`config.mk`:
```
export PLATFORM = sky130hd
export DESIGN_NAME = qspi_xfer_engine
export DESIGN_NICKNAME = d
export VERILOG_FILES = /design/src/rtl/qspi_pkg.sv /design/src/rtl/qspi_lane_decode.sv /design/src/rtl/qspi_shift_unit.sv /design/src/rtl/qspi_xfer_engine.sv
export SDC_FILE = /design/constraint.sdc
export NUM_CORES = 1
export LEC_CHECK = 0
export CORE_MARGIN = 5
export CORE_UTILIZATION = 50
export CTS_CLUSTER_SIZE = 14
export DETAILED_ROUTE_END_ITERATION = 8
export GPL_TIMING_DRIVEN = 0
export PLACE_DENSITY = 0.82
export SLEW_MARGIN = 20
export SYNTH_ARGS = -nofsm -noshare
export SYNTH_HDL_FRONTEND = slang
export SYNTH_SLANG_ARGS = --single-unit
```
`constraint.sdc`:
```
create_clock -name clk -period 3.6 [get_ports clk]
set_input_delay 0.36 -clock clk [delete_from_list [all_inputs] [get_ports clk]]
set_output_delay 0.36 -clock clk [all_outputs]
set_load 0.02 [all_outputs]
```
`src/rtl/qspi_pkg.sv`:
```
package qspi_pkg;
  typedef enum logic [1:0] {
    LW_X1 = 2'd0,
    LW_X2 = 2'd1,
    LW_X4 = 2'd2
  } lane_w_e;

  typedef enum logic [1:0] {
    ST_IDLE  = 2'd0,
    ST_LOAD  = 2'd1,
    ST_SHIFT = 2'd2,
    ST_STORE = 2'd3
  } seq_st_e;

  localparam logic [2:0] MODE_DUAL = 3'd2;
  localparam logic [2:0] MODE_QUAD = 3'd3;
  localparam int         LANES     = 4;
endpackage

```
`src/rtl/qspi_lane_decode.sv`:
```
module qspi_lane_decode
  import qspi_pkg::*;
#(
  parameter int BYTE_W = 8,
  localparam int STEP_W = $clog2(BYTE_W)
) (
  input  logic [2:0]        mode,
  output lane_w_e           lw,
  output logic [STEP_W-1:0] last_step,
  output logic [LANES-1:0]  lane_mask
);
  always_comb begin
    case (mode)
      MODE_DUAL: begin
        lw        = LW_X2;
        last_step = STEP_W'(BYTE_W / 2 - 1);
        lane_mask = 4'b0011;
      end
      MODE_QUAD: begin
        lw        = LW_X4;
        last_step = STEP_W'(BYTE_W / 4 - 1);
        lane_mask = 4'b1111;
      end
      default: begin
        lw        = LW_X1;
        last_step = STEP_W'(BYTE_W - 1);
        lane_mask = 4'b0001;
      end
    endcase
  end
endmodule

```
`src/rtl/qspi_shift_unit.sv`:
```
module qspi_shift_unit
  import qspi_pkg::*;
#(
  parameter int BYTE_W = 8,
  localparam int STEP_W = $clog2(BYTE_W)
) (
  input  logic              clk,
  input  logic              rst_n,
  input  logic              run,
  input  logic              write,
  input  lane_w_e           lw,
  input  logic [STEP_W-1:0] last_step,
  input  logic              load,
  input  logic [BYTE_W-1:0] load_data,
  input  logic [LANES-1:0]  io_in,
  output logic              sclk,
  output logic              byte_end,
  output logic [BYTE_W-1:0] shreg,
  output logic [LANES-1:0]  tx_lanes
);
  logic [1:0]        ph;
  logic [STEP_W-1:0] step;
  logic [BYTE_W-1:0] shift_in;
  logic [BYTE_W-1:0] shift_out;

  assign sclk     = ph[1];
  assign byte_end = run && (ph == 2'd3) && (step == last_step);

  always_comb begin
    case (lw)
      LW_X2: begin
        shift_in  = {shreg[BYTE_W-3:0], io_in[1:0]};
        shift_out = {shreg[BYTE_W-3:0], 2'b00};
        tx_lanes  = {2'b00, shreg[BYTE_W-1 -: 2]};
      end
      LW_X4: begin
        shift_in  = {shreg[BYTE_W-5:0], io_in[3:0]};
        shift_out = {shreg[BYTE_W-5:0], 4'b0000};
        tx_lanes  = shreg[BYTE_W-1 -: 4];
      end
      default: begin
        shift_in  = {shreg[BYTE_W-2:0], io_in[1]};
        shift_out = {shreg[BYTE_W-2:0], 1'b0};
        tx_lanes  = {3'b000, shreg[BYTE_W-1]};
      end
    endcase
  end

  always_ff @(posedge clk or negedge rst_n) begin
    if (!rst_n) begin
      ph    <= '0;
      step  <= '0;
      shreg <= '0;
    end else begin
      ph <= run ? ph + 2'd1 : 2'd0;
      if (!run)            step <= '0;
      else if (ph == 2'd3) step <= step + 1'b1;
      if (load)                               shreg <= load_data;
      else if (run && !write && ph == 2'd1)   shreg <= shift_in;
      else if (run && write && ph == 2'd3)    shreg <= shift_out;
    end
  end

  assert_sclk_shape_R4: assert property (@(posedge clk) disable iff (!rst_n)
    $rose(sclk) |=> sclk ##1 !sclk);
  assert_sclk_low_idle_R4: assert property (@(posedge clk) disable iff (!rst_n)
    !run |=> !sclk);
endmodule

```
`src/rtl/qspi_xfer_engine.sv`:
```
module qspi_xfer_engine
  import qspi_pkg::*;
#(
  parameter int BYTE_W = 8,
  parameter int CNT_W  = 16,
  parameter int NUM_CS = 2,
  localparam int CS_W  = (NUM_CS > 1) ? $clog2(NUM_CS) : 1,
  localparam int STEP_W = $clog2(BYTE_W)
) (
  input  logic              clk,
  input  logic              rst_n,
  input  logic              start,
  input  logic [CS_W-1:0]   cfg_cs,
  input  logic [2:0]        cfg_mode,
  input  logic              cfg_write,
  input  logic              cfg_frag,
  input  logic [CNT_W-1:0]  cfg_count,
  output logic              busy,
  output logic              done,
  input  logic              tx_valid,
  output logic              tx_ready,
  input  logic [BYTE_W-1:0] tx_data,
  output logic              rx_valid,
  input  logic              rx_ready,
  output logic [BYTE_W-1:0] rx_data,
  output logic              sclk,
  output logic [NUM_CS-1:0] cs_n,
  output logic [LANES-1:0]  io_out,
  output logic [LANES-1:0]  io_oe,
  input  logic [LANES-1:0]  io_in
);
  seq_st_e           state;
  logic [CNT_W-1:0]  rem;
  logic [CS_W-1:0]   cs_sel;
  logic              cs_act;
  logic              wr_q;
  logic              frag_q;
  logic [2:0]        mode_q;
  logic              done_q;
  logic              rx_valid_q;
  logic [BYTE_W-1:0] rx_data_q;

  lane_w_e           lw;
  logic [STEP_W-1:0] last_step;
  logic [LANES-1:0]  lane_mask;
  logic              byte_end;
  logic [BYTE_W-1:0] shreg;
  logic [LANES-1:0]  tx_lanes;
  logic              quad;
  logic              rx_free;

  qspi_lane_decode #(.BYTE_W(BYTE_W)) u_decode (
    .mode      (mode_q),
    .lw        (lw),
    .last_step (last_step),
    .lane_mask (lane_mask)
  );

  qspi_shift_unit #(.BYTE_W(BYTE_W)) u_shift (
    .clk       (clk),
    .rst_n     (rst_n),
    .run       (state == ST_SHIFT),
    .write     (wr_q),
    .lw        (lw),
    .last_step (last_step),
    .load      (tx_ready && tx_valid),
    .load_data (tx_data),
    .io_in     (io_in),
    .sclk      (sclk),
    .byte_end  (byte_end),
    .shreg     (shreg),
    .tx_lanes  (tx_lanes)
  );

  assign busy     = (state != ST_IDLE);
  assign done     = done_q;
  assign tx_ready = (state == ST_LOAD) && wr_q;
  assign rx_valid = rx_valid_q;
  assign rx_data  = rx_data_q;
  assign rx_free  = !rx_valid_q || rx_ready;
  assign quad     = (lw == LW_X4);

  always_ff @(posedge clk or negedge rst_n) begin
    if (!rst_n) begin
      state      <= ST_IDLE;
      rem        <= '0;
      cs_sel     <= '0;
      cs_act     <= 1'b0;
      wr_q       <= 1'b0;
      frag_q     <= 1'b0;
      mode_q     <= 3'd1;
      done_q     <= 1'b0;
      rx_valid_q <= 1'b0;
      rx_data_q  <= '0;
    end else begin
      done_q <= 1'b0;
      if (rx_valid_q && rx_ready) rx_valid_q <= 1'b0;
      case (state)
        ST_IDLE: begin
          if (start) begin
            if (cfg_count == '0) begin
              done_q <= 1'b1;
              if (!cfg_frag) cs_act <= 1'b0;
            end else begin
              mode_q <= cfg_mode;
              wr_q   <= cfg_write;
              frag_q <= cfg_frag;
              cs_sel <= cfg_cs;
              cs_act <= 1'b1;
              rem    <= cfg_count;
              state  <= ST_LOAD;
            end
          end
        end
        ST_LOAD: begin
          if (!wr_q || tx_valid) state <= ST_SHIFT;
        end
        ST_SHIFT: begin
          if (byte_end) state <= ST_STORE;
        end
        ST_STORE: begin
          if (wr_q || rx_free) begin
            if (!wr_q) begin
              rx_data_q  <= shreg;
              rx_valid_q <= 1'b1;
            end
            rem <= rem - 1'b1;
            if (rem == CNT_W'(1)) begin
              state  <= ST_IDLE;
              done_q <= 1'b1;
              cs_act <= frag_q;
            end else begin
              state <= ST_LOAD;
            end
          end
        end
        default: state <= ST_IDLE;
      endcase
    end
  end

  for (genvar i = 0; i < NUM_CS; i++) begin : g_cs
    assign cs_n[i] = !(cs_act && (cs_sel == CS_W'(i)));
  end

  always_comb begin
    io_oe[1:0]  = (busy && wr_q) ? lane_mask[1:0] : 2'b00;
    io_oe[3:2]  = (busy && quad) ? (wr_q ? lane_mask[3:2] : 2'b00) : 2'b11;
    io_out[1:0] = tx_lanes[1:0];
    io_out[3:2] = (busy && quad) ? tx_lanes[3:2] : 2'b11;
  end

  assert_cs_onehot_R5: assert property (@(posedge clk) disable iff (!rst_n)
    $onehot0(~cs_n));
  assert_done_idle_R8: assert property (@(posedge clk) disable iff (!rst_n)
    done |-> !busy);
  assert_rx_hold_R12: assert property (@(posedge clk) disable iff (!rst_n)
    rx_valid && !rx_ready |=> rx_valid && $stable(rx_data));
  assert_read_undriven_R9: assert property (@(posedge clk) disable iff (!rst_n)
    busy && !tx_ready && !wr_q |-> io_oe[1:0] == 2'b00);
  assert_tx_at_boundary_R11: assert property (@(posedge clk) disable iff (!rst_n)
    tx_ready |-> busy && !sclk);
  assert_sclk_idle_R4: assert property (@(posedge clk) disable iff (!rst_n)
    !busy |-> !sclk);
endmodule

```
==> impl_results.md <==
- Routability cong.: 0.901
- GRT overflow: 0
- Total power: 3.43 mW
- Worst skew pair latency: 300 ps
- Antenna diode count: 0
- Reg2reg end: rem[9]
- Clock skew: 4.85 ps
- CTS tree: built
- Layout cells sized above 1: 8.57%
- Largest net degree at the start of global routing: 33
- I/O pins: 62
- Critical Path RT: 3240 ps
- Most common cell after layout, fill and taps aside: clkdlybuf4s50_1
- CTS Buffer Depth: 2
- Port bufs: 61
- Arr. time, crit path: 2900 ps
- Antenna Violating Nets Remaining: 0
- Vias in the first global route: 2563
- Nets@finish: 435
- Most used DFF post-synth: dfrtp_1
- CTS Root Cell: clkbuf_8
- Die Area: 7360 um^2
- Part of the cycle the worst path needs: 90.6%
- Wire per inst: 16.7 um
- Gr usage total: 20.9%
- DP Wirelength: 5.81 mm
- FF/Latch Area: 1200 um^2
- Post-synth EDFFs: 0
- Count of final setup violators: 0
- Fill cells: 444
- Setup crit end kind: primary output
- Hold WC Path Type: reg -> reg
- Htree depth: 2
- Worst Tran Pin Value: 638 ps
- Status: finished clean
- Max_cap viols: 0
- Placement Cell Area: 3590 um^2
- Seq/Total Area, Yosys: 41.9%
- TNS Setup: 0 ps
- Min-Delay Startpoint: u_shift.ph[0]
- DRT Wirelength: 7.65 mm
- Pre-antenna DRT Iters: 4
- Via count: 2741
- Kind of critical path: reg -> out
- First-iteration detailed-routing DRC count: 240
- Hold Path Depth: 1
- Core area: 5540 um^2
- Initial antenna violation count: 0
- Peak VDD IR: 0.578 mV
- P&R area growth vs syn: 29.7%
- Crit path max fanout: 10
- Async set or reset register ratio after synthesis: 100%
- Slew HR: 56.9%
- Worst R2R Setup Slack: 1010 ps
- Clk slew on worst S/H paths: 90 ps
- Cells after Synth: 314
- Final std cell area, no fill: 3720 um^2
- Final Max Tran Viols: 0
- Hold_ws: 479 ps
- Drt via density: 6.00
- Minimum clock period: 3260 ps
- R2R depth: 8
- Row Count: 27
- Initial Util: 51.8%
- Seq cells post-synth: 48
- PwrDens: 921 nW/um^2
- Global-route wire length before repair: 12.4 mm
- Synthesized net count: 365
- Area of the multi-input gates: 1550 um^2
- Yosys cell types: 51
- # DRC: 0
- Max Fclk: 307 MHz
- Worst reg2reg startpoint: state[0]
- Die H: 85.8 um
- CTS sink cnt: 48
- CTS resizes: 0
- Avg Cell Area, Syn: 9.14 um^2
- Hold Path End: u_shift.ph[0]
- Fin. Hold Viols: 0
- RSZ-0062 raised after global routing: false
- Chip width: 85.8 um
- Ys Warns: 0
- Worst Setup Start Kind: flip-flop
- Num CTS Buffers: 5
- Commonest non-fill, non-tap cells in the layout: clkdlybuf4s50_1 (60), dfrtp_1 (47), a21oi_1 (26)
- Syn Std Cell Area: 2870 um^2
- Leak Pwr: 1.47 nW
[worst max-delay path, cell delays in order, from the launching register on]
cell,delay [ps]
dfstp_2,550
nand3b_1,160
inv_1,90
ha_1,230
clkbuf_1,360
nor2b_1,300
o21ai_0,210
buf_4,170
clkdlybuf4s50_1,520
[cell type report]
class	count	area share, %
flip-flops and latches	48	32.3
clock buffers	7	2.59
repair buffers	63	17.1
clock inverters	1	0.806
well taps	72	2.42
inverters	12	1.21
multi-input cells	237	41.7
plain buffers	17	1.88
[sequential cells by signal (all words and copies together) (netlist names)]
signal / count
done: 1
rx_data: 8
rx_valid: 1
cs_sel: 1
u_shift.shreg: 8
rem: 16
mode_q: 3
frag_q: 1
cs_act: 1
state: 2
u_shift.step: 3
u_shift.ph: 2
wr_q: 1
[synth_stat cells, types with 3 or more instances]
| cell type | number | area (um^2) |
|---|---|---|
| a21oi_1 | 26 | 130 |
| o21ai_0 | 17 | 85.1 |
| nor4_1 | 8 | 50.1 |
| nor2_1 | 19 | 71.3 |
| a221oi_1 | 4 | 35.0 |
| dfrtp_1 | 47 | 1180 |
| inv_1 | 11 | 41.3 |
| nand2_1 | 20 | 75.1 |
| or3_1 | 5 | 31.3 |
| a22oi_1 | 4 | 30.0 |
| nor2b_1 | 11 | 68.8 |
| nand3_1 | 9 | 45.0 |
| clkbuf_1 | 14 | 52.6 |
| nand2b_1 | 7 | 43.8 |
| and2_1 | 3 | 18.8 |
| o22ai_1 | 18 | 113 |
| nand4_1 | 3 | 18.8 |
| ha_1 | 12 | 150 |
| a2bb2oi_1 | 3 | 26.3 |
| mux2_2 | 15 | 169 |
| nor3_1 | 14 | 70.1 |
[per-stage QoR]
| stage | utilization (%) | setup slack, ps | cells |
|---|---|---|---|
| final | 67.2 | 338 | 457 |
| after detailed placement | 64.7 | 692 | 448 |
| after CTS | 67.2 | 357 | 457 |
| after floorplan | - | 1320 | 314 |
| after global routing | 67.2 | 190 | 457 |
| after global placement | 64.5 | 721 | 447 |
[power by group]
| part | internal [mW] | switching (mW) |
|---|---|---|
| registers | 0.804 | 0.261 |
| logic | 0.863 | 1.07 |
| clock network | 0.245 | 0.183 |
[what timing repair did]
action / 4_1_cts / 5_1_grt
hold buffers: 1 / 0
hold endpoints to repair: 16 / 0
buffers inserted: 0 / 0
[per-layer routing]
layer / global-route usage [%] / up-vias / wire [um] / share of wire (%)
li1: - / 1304 / - / -
met5: 0 / - / 0 / 0
met4: 4.32 / 0 / 93 / 1.2
met1: 27.6 / 1300 / 3150 / 41
met2: 35.6 / 129 / 3800 / 50
met3: 4.32 / 8 / 615 / 8.0
[logic make-up after synthesis]
| logic type | after synthesis | share of synthesized area (%) |
|---|---|---|
| AND/OR/NAND/NOR | 114 | 21.3 |
| AO/OA/AOI/OAI | 90 | 19.8 |
| flip-flops | 48 | 41.9 |
| buffers and inverters | 29 | 4.01 |
| multiplexers | 17 | 6.58 |
| adder cells (fa/ha/maj) | 12 | 5.23 |
| XOR/XNOR | 4 | 1.22 |
[worst max-delay path by stage]
stage                         start        to  slack [ps]
final                     mode_q[0]  io_oe[3]         340
after global routing      mode_q[2]  io_oe[3]         190
after global placement    mode_q[0]  io_oe[3]         720
after detailed placement  mode_q[0]  io_oe[3]         690
after floorplan           mode_q[0]  io_oe[3]        1320
after CTS                 mode_q[0]  io_oe[3]         360
No activity file was read; power rests on OpenSTA's default activity.
